--- config.mk ---
export PLATFORM = sky130hd
export DESIGN_NAME = bank_serial_loader
export DESIGN_NICKNAME = d
export VERILOG_FILES = /design/src/rtl/bank_serial_pkg.sv /design/src/rtl/serial_shift.sv /design/src/rtl/bank_regs.sv /design/src/rtl/bank_serial_loader.sv
export SDC_FILE = /design/constraint.sdc
export NUM_CORES = 1
export LEC_CHECK = 0
export BUFFER_PORTS_ARGS = -buffer_cell sky130_fd_sc_hd__buf_2
export CORE_MARGIN = 2
export CORE_UTILIZATION = 30
export CTS_BUF_LIST = sky130_fd_sc_hd__clkbuf_16
export DETAILED_ROUTE_END_ITERATION = 12
export PLACE_DENSITY = 0.52
export SLEW_MARGIN = 20
export SYNTH_ARGS = -nofsm -noshare
export SYNTH_HDL_FRONTEND = slang
export SYNTH_HIERARCHICAL = 1
export SYNTH_SLANG_ARGS = --single-unit
--- constraint.sdc ---
create_clock -name clk -period 1.8 [get_ports clk]
set_input_delay 0.18 -clock clk [delete_from_list [all_inputs] [get_ports clk]]
set_output_delay 0.18 -clock clk [all_outputs]
set_load 0.01 [all_outputs]
--- src/rtl/bank_serial_pkg.sv ---
package bank_serial_pkg;
  typedef enum logic [1:0] {
    SEL_CTRL = 2'd0,
    SEL_CHR0 = 2'd1,
    SEL_CHR1 = 2'd2,
    SEL_PRG  = 2'd3
  } bank_sel_e;

  typedef enum logic [1:0] {
    MIR_ONE_LO = 2'd0,
    MIR_ONE_HI = 2'd1,
    MIR_VERT   = 2'd2,
    MIR_HORZ   = 2'd3
  } mirror_e;
endpackage

--- src/rtl/serial_shift.sv ---
module serial_shift #(
  parameter int ADDR_W = 16,
  parameter int DATA_W = 8,
  parameter int VAL_W  = 5,
  parameter int IDX_W  = 2
) (
  input  logic              clk,
  input  logic              rst_n,
  input  logic              wr_en,
  input  logic [ADDR_W-1:0] wr_addr,
  input  logic [DATA_W-1:0] wr_data,
  output logic              load_pulse,
  output logic [IDX_W-1:0]  load_idx,
  output logic [VAL_W-1:0]  load_val
);
  localparam int CNT_W = $clog2(VAL_W);
  localparam int SH_W  = VAL_W - 1;
  localparam logic [CNT_W-1:0] CNT_LAST = CNT_W'(VAL_W - 1);

  logic [SH_W-1:0]  shift_q, shift_d;
  logic [CNT_W-1:0] cnt_q, cnt_d;
  logic             prev_q, prev_d;
  logic             win_wr, clr_wr, bit_wr, last_bit, shift_en;
  logic             unused_bits;

  assign unused_bits = ^{wr_data[DATA_W-2:1], wr_addr[ADDR_W-IDX_W-2:0]};

  // Decode of the current write
  always_comb begin
    win_wr     = wr_en & wr_addr[ADDR_W-1];
    clr_wr     = win_wr & wr_data[DATA_W-1];
    bit_wr     = win_wr & ~wr_data[DATA_W-1] & ~prev_q;
    last_bit   = (cnt_q == CNT_LAST);
    load_pulse = bit_wr & last_bit;
    load_val   = {wr_data[0], shift_q};
    load_idx   = wr_addr[ADDR_W-2 -: IDX_W];
    shift_en   = clr_wr | bit_wr;
  end

  // Next state of the assembly register
  always_comb begin
    prev_d  = win_wr;
    shift_d = shift_q;
    cnt_d   = cnt_q;
    if (clr_wr || (bit_wr && last_bit)) begin
      shift_d = '0;
      cnt_d   = '0;
    end else if (bit_wr) begin
      shift_d = {wr_data[0], shift_q[SH_W-1:1]};
      cnt_d   = cnt_q + 1'b1;
    end
  end

  always_ff @(posedge clk or negedge rst_n) begin
    if (!rst_n) begin
      prev_q <= 1'b0;
    end else begin
      prev_q <= prev_d;
    end
  end

  always_ff @(posedge clk or negedge rst_n) begin
    if (!rst_n) begin
      shift_q <= '0;
      cnt_q   <= '0;
    end else if (shift_en) begin
      shift_q <= shift_d;
      cnt_q   <= cnt_d;
    end
  end

  AST_CNT_IN_RANGE: assert property (@(posedge clk) disable iff (!rst_n)
    cnt_q <= CNT_LAST);

  AST_BACK_TO_BACK_DROPPED: assert property (@(posedge clk) disable iff (!rst_n)
    (prev_q && wr_en && wr_addr[ADDR_W-1] && !wr_data[DATA_W-1]) |=> (cnt_q == $past(cnt_q)));

  AST_CLEAR_ZEROES_COUNT: assert property (@(posedge clk) disable iff (!rst_n)
    (wr_en && wr_addr[ADDR_W-1] && wr_data[DATA_W-1]) |=> (cnt_q == '0));

  AST_LOW_HALF_IDLE: assert property (@(posedge clk) disable iff (!rst_n)
    (!(wr_en && wr_addr[ADDR_W-1])) |=> (cnt_q == $past(cnt_q)));
endmodule

--- src/rtl/bank_regs.sv ---
module bank_regs #(
  parameter int VAL_W    = 5,
  parameter int IDX_W    = 2,
  parameter int NUM_REGS = 1 << IDX_W,
  parameter logic [NUM_REGS*VAL_W-1:0] INIT_VALS = '0
) (
  input  logic                      clk,
  input  logic                      rst_n,
  input  logic                      load_pulse,
  input  logic [IDX_W-1:0]          load_idx,
  input  logic [VAL_W-1:0]          load_val,
  output logic [NUM_REGS*VAL_W-1:0] regs_flat,
  output logic                      commit_valid,
  output logic [IDX_W-1:0]          commit_index,
  output logic [VAL_W-1:0]          commit_value
);
  logic             cv_q;
  logic [IDX_W-1:0] ci_q;
  logic [VAL_W-1:0] cval_q;

  for (genvar g = 0; g < NUM_REGS; g++) begin : g_reg
    logic [VAL_W-1:0] q;
    logic             en;
    assign en = load_pulse && (load_idx == IDX_W'(g));
    always_ff @(posedge clk or negedge rst_n) begin
      if (!rst_n) begin
        q <= INIT_VALS[g*VAL_W +: VAL_W];
      end else if (en) begin
        q <= load_val;
      end
    end
    assign regs_flat[g*VAL_W +: VAL_W] = q;
  end

  always_ff @(posedge clk or negedge rst_n) begin
    if (!rst_n) begin
      cv_q <= 1'b0;
    end else begin
      cv_q <= load_pulse;
    end
  end

  always_ff @(posedge clk or negedge rst_n) begin
    if (!rst_n) begin
      ci_q   <= '0;
      cval_q <= '0;
    end else if (load_pulse) begin
      ci_q   <= load_idx;
      cval_q <= load_val;
    end
  end

  assign commit_valid = cv_q;
  assign commit_index = ci_q;
  assign commit_value = cval_q;

  AST_STROBE_SINGLE: assert property (@(posedge clk) disable iff (!rst_n)
    cv_q |=> !cv_q);

  AST_COMMIT_MATCHES_REG: assert property (@(posedge clk) disable iff (!rst_n)
    cv_q |-> (regs_flat[ci_q*VAL_W +: VAL_W] == cval_q));

  AST_HOLD_UNLESS_COMMIT: assert property (@(posedge clk) disable iff (!rst_n)
    !cv_q |-> $stable(regs_flat));
endmodule

--- src/rtl/bank_serial_loader.sv ---
module bank_serial_loader
  import bank_serial_pkg::*;
#(
  parameter int ADDR_W = 16,
  parameter int DATA_W = 8,
  parameter int VAL_W  = 5,
  parameter int IDX_W  = 2,
  parameter logic [VAL_W-1:0] CTRL_INIT = 5'h0C,
  parameter logic [VAL_W-1:0] BANK_INIT = '0
) (
  input  logic              clk,
  input  logic              rst_n,
  input  logic              wr_en,
  input  logic [ADDR_W-1:0] wr_addr,
  input  logic [DATA_W-1:0] wr_data,
  output logic [1:0]        mirror_mode,
  output logic [VAL_W-3:0]  ctrl_extra,
  output logic [VAL_W-1:0]  chr_bank0,
  output logic [VAL_W-1:0]  chr_bank1,
  output logic [VAL_W-1:0]  prg_bank,
  output logic              commit_valid,
  output logic [IDX_W-1:0]  commit_index,
  output logic [VAL_W-1:0]  commit_value
);
  localparam int NUM_REGS = 1 << IDX_W;
  localparam logic [NUM_REGS*VAL_W-1:0] INIT_VALS = {BANK_INIT, BANK_INIT, BANK_INIT, CTRL_INIT};

  logic                      load_pulse;
  logic [IDX_W-1:0]          load_idx;
  logic [VAL_W-1:0]          load_val;
  logic [NUM_REGS*VAL_W-1:0] regs_flat;
  logic [VAL_W-1:0]          ctrl_q;
  mirror_e                   mir;

  serial_shift #(
    .ADDR_W(ADDR_W), .DATA_W(DATA_W), .VAL_W(VAL_W), .IDX_W(IDX_W)
  ) u_shift (
    .clk(clk), .rst_n(rst_n), .wr_en(wr_en), .wr_addr(wr_addr), .wr_data(wr_data),
    .load_pulse(load_pulse), .load_idx(load_idx), .load_val(load_val)
  );

  bank_regs #(
    .VAL_W(VAL_W), .IDX_W(IDX_W), .NUM_REGS(NUM_REGS), .INIT_VALS(INIT_VALS)
  ) u_regs (
    .clk(clk), .rst_n(rst_n), .load_pulse(load_pulse), .load_idx(load_idx),
    .load_val(load_val), .regs_flat(regs_flat), .commit_valid(commit_valid),
    .commit_index(commit_index), .commit_value(commit_value)
  );

  assign ctrl_q      = regs_flat[int'(SEL_CTRL)*VAL_W +: VAL_W];
  assign mir         = mirror_e'(ctrl_q[1:0]);
  assign mirror_mode = mir;
  assign ctrl_extra  = ctrl_q[VAL_W-1:2];
  assign chr_bank0   = regs_flat[int'(SEL_CHR0)*VAL_W +: VAL_W];
  assign chr_bank1   = regs_flat[int'(SEL_CHR1)*VAL_W +: VAL_W];
  assign prg_bank    = regs_flat[int'(SEL_PRG)*VAL_W +: VAL_W];

  AST_COMMIT_ONLY_ON_WINDOW: assert property (@(posedge clk) disable iff (!rst_n)
    load_pulse |-> (wr_en && wr_addr[ADDR_W-1]));
endmodule

==> results.txt <==
Root buf cell: clkbuf_16
Initial Utilization: 30.9%
Port buffer count: 35
Syn nets: 122
Synth Warn #: 6
Synth top area share: 58.6%
CP endpoint kind: flip-flop
Flops & latches, synth: 36
Clock-pin slew on the worst setup and hold paths: 50 ps
Total track usage: 12.4%
TritonRoute pass-1 iters: 4
N_diodes: 0
Final WL: 3010 um
Final Hold Viols: 8
Antenna violations before repair: 0
CP max stage delay: 390 ps
RSZ-0062 raised after global routing: yes
DP Wirelength: 2120 um
RR Startpoint: u_shift/cnt_q[0]$_DFFE_PN0P_
Outcome: finished, violations left
CTS tree: yes
CTS Buffer Depth: 2
H-Tree Level Count: 2
Synthesized area: 1450 um2
Post-layout minimum cycle time: 1730 ps
WL per Instance: 15.2 um
Final critical-path share of the clock period: 96.2%
Hold WC Path Type: in -> async
First-pass GRT wire length: 4930 um
Fin Clk Skew: 4.36 ps
CTS buffer count: 5
Most area-consuming cells after synthesis: dfrtp_1 59%, mux2_2 21%, dfstp_2 3.6%, a22o_1 3.0%, buf_4 2.1%
Final hold slack: -4.29 ps
Worst slew margin: 47.3%
Final setup TNS: 0 ps
Post-route DRC violation count: 0
Max-cap viol count: 0
Static Leak: 1.06 nW
Fillers: 437
Least-Margin Pin Slew: 791 ps
Failing checks: negative hold slack
PnR worst setup slack: 68.6 ps
Layout cell share with drive strength beyond 1: 62.5%
Syn_area_per_cell: 15.6 um2
Reg2reg end: u_regs/g_reg[0].q[4]$_DFFE_PN0P_
Vias per cell: 4.76
CP Max Fanout: 5
Distinct cells, synth: 19
Largest net degree at the start of global routing: 37
Worst IR Drop VDD: 0.386 mV
Max-slew violation count: 0
# setup viols final: 0
Worst-case reg-to-reg path depth: 7
Pwr Density: 1070 nW/um2
DIE AREA: 5410 um2
Mapped Cells: 93
GPL Wtd Cong: 0.789
Layout area overhead: 34.3%
Nets: 172
Highest Clock Rate: 578 MHz
Slowest CP cell: dfrtp_1
Horiz. Die Dim: 73.6 um
Crit path DAT: 1890 ps
Place WS: -134 ps
Overall die height: 73.6 um
Post-route ant nets: 0
Worst path cell trace: inv_2 > ha_4 > nand2_4 > nor4_4 > buf_4 > nor3b_4 > mux2_2
Post-synthesis sequential area ratio: 62.2%
Reg-to-reg slack, setup: 70 ps
Buf/Inv on CP: 2
Worst setup SP type: flip-flop
Type of the worst setup path: reg -> reg
Placeable Area: 4690 um2
# IOs: 55
Vias in the first global route: 1006
Largest area contributor in the netlist: dfrtp_1
Later-pin clock latency in the skew report: 270 ps
Worst Path Required: 1950 ps
CTS Hold Bufs: 0
Rows: 25
CTS Sinks: 36
Total grt overflow: 0
Delay-heaviest family, CP: simple AND/OR/NAND/NOR gates
Iter 0 DRT Violations: 30
DR vias: 943
## cells in the mapped netlist, drive strengths merged
cell    count
ha          2
inv         4
nor4b       1
nand2       2
o21ai       1
a22oi       1
o31ai       1
o21bai      1
dfstp       2
a22o        5
nand3b      2
buf         4
nor4        1
nor2b       1
nand3       2
dfrtp      34
mux2       28
nor3b       1
## cell usage in the layout, fill, tap and decap left out
cell / Yosys / final
nand3_1: 2 / 1
buf_4: 4 / 10
nand3b_1: 2 / 2
buf_2: 0 / 35
nor4b_4: 1 / 1
nand3_2: 0 / 1
ha_4: 0 / 1
clkbuf_16: 0 / 5
mux2_4: 0 / 3
o21ai_2: 1 / 1
a22o_1: 5 / 5
o31ai_1: 1 / 1
nor3b_4: 1 / 1
dfrtp_1: 34 / 34
o21bai_1: 1 / 1
a22oi_1: 1 / 1
inv_2: 0 / 2
inv_1: 4 / 3
nor4_4: 0 / 1
nand2_4: 0 / 1
mux2_1: 1 / 1
mux2_2: 27 / 24
nand2_1: 2 / 1
dfstp_2: 2 / 2
clkinv_1: 0 / 2
buf_6: 0 / 2
nor2b_1: 1 / 1
ha_1: 2 / 1
## worst register-to-register path, delay by kind of cell (launching register included)
| kind | cells | cell delay [ps] |
|---|---|---|
| flops | 1 | 390 |
| mux | 1 | 370 |
| fa+ha+maj | 1 | 150 |
| buf+inv | 2 | 240 |
| simple gates | 3 | 470 |
## where the power goes
part	leakage, nW	switching (mW)	internal, mW
registers	0.488	0.0667	0.899
logic	0.500	0.153	0.185
clock network	0.0701	0.285	0.497
total	1.06	0.506	1.58
## state kept, by name (all words and copies together), names as in the netlist
register             cells
u_regs/commit_index      2
u_regs/commit_valid      1
u_regs/commit_value      5
u_regs/g.q              20
u_shift/cnt_q            3
u_shift/prev_q           1
u_shift/shift_q          4
## routing by layer
layer	up-vias	global-route usage, %	wire length [um]
met3	2	4.66	143
met2	24	19.8	1520
met4	0	3.64	10
met1	485	15.5	1330
li1	432	-	-
met5	-	0	0
## timing repair
item                                    in CTS  in global routing
resized for setup                            7                  6
buffers inserted                             1                  4
pin swaps                                    1                  0
endpoints found under the setup margin      25                 15
## cell type report
cell class | instances | area (um2) | share of cell area, %
clock buffers | 5 | 125 | 6.42
multi-input cells | 49 | 554 | 28.4
flip-flops and latches | 36 | 903 | 46.3
clock inverters | 3 | 11.3 | 0.578
well taps | 54 | 67.6 | 3.47
inverters | 4 | 15.0 | 0.770
repair buffers | 47 | 273 | 14.0
## cell families (layout without fill, tap and decap cells)
group                      Yosys count  in the layout  synth area share (%)
buffers and inverters                8             59                  3.10
DFF                                 36             36                  62.2
adders and majority gates            2              2                  1.72
and+or+nand+nor                     10             10                  6.03
AOI/OAI and AO/OA                    9              9                  5.17
muxes                               28             28                  21.7
## worst max path at each step
stage | start | end | slack [ps] | depth (start not counted)
finish | u_shift/cnt_q[0]$_DFFE_PN0P_ | u_regs/g_reg[0].q[4]$_DFFE_PN0P_ | 70 | 7
global route | u_shift/cnt_q[0]$_DFFE_PN0P_ | u_regs/g_reg[1].q[1]$_DFFE_PN0P_ | -30 | 8
CTS | u_shift/cnt_q[0]$_DFFE_PN0P_ | u_regs/g_reg[2].q[4]$_DFFE_PN0P_ | 3 | 8
detailed placement | u_shift/cnt_q[0]$_DFFE_PN0P_ | u_regs/g_reg[3].q[1]$_DFFE_PN0P_ | -130 | 8
global placement | u_shift/cnt_q[0]$_DFFE_PN0P_ | u_regs/g_reg[3].q[3]$_DFFE_PN0P_ | -70 | 8
floorplan | u_shift/cnt_q[0]$_DFFE_PN0P_ | u_regs/g_reg[1].q[0]$_DFFE_PN0P_ | 60 | 7
## stage by stage
stage	std cells	util (%)	hold slack (ps)	power (mW)	area, um2
after global routing	198	41.5	64.7	2.21	1950
after floorplan	93	-	-116	1.12	1460
after detailed placement	185	36.7	313	1.28	1720
final	198	41.5	-4.29	2.09	1950
after global placement	185	36.7	287	1.26	1720
after CTS	194	40.4	18.7	2.10	1890
(Power assumes the default switching activity.)
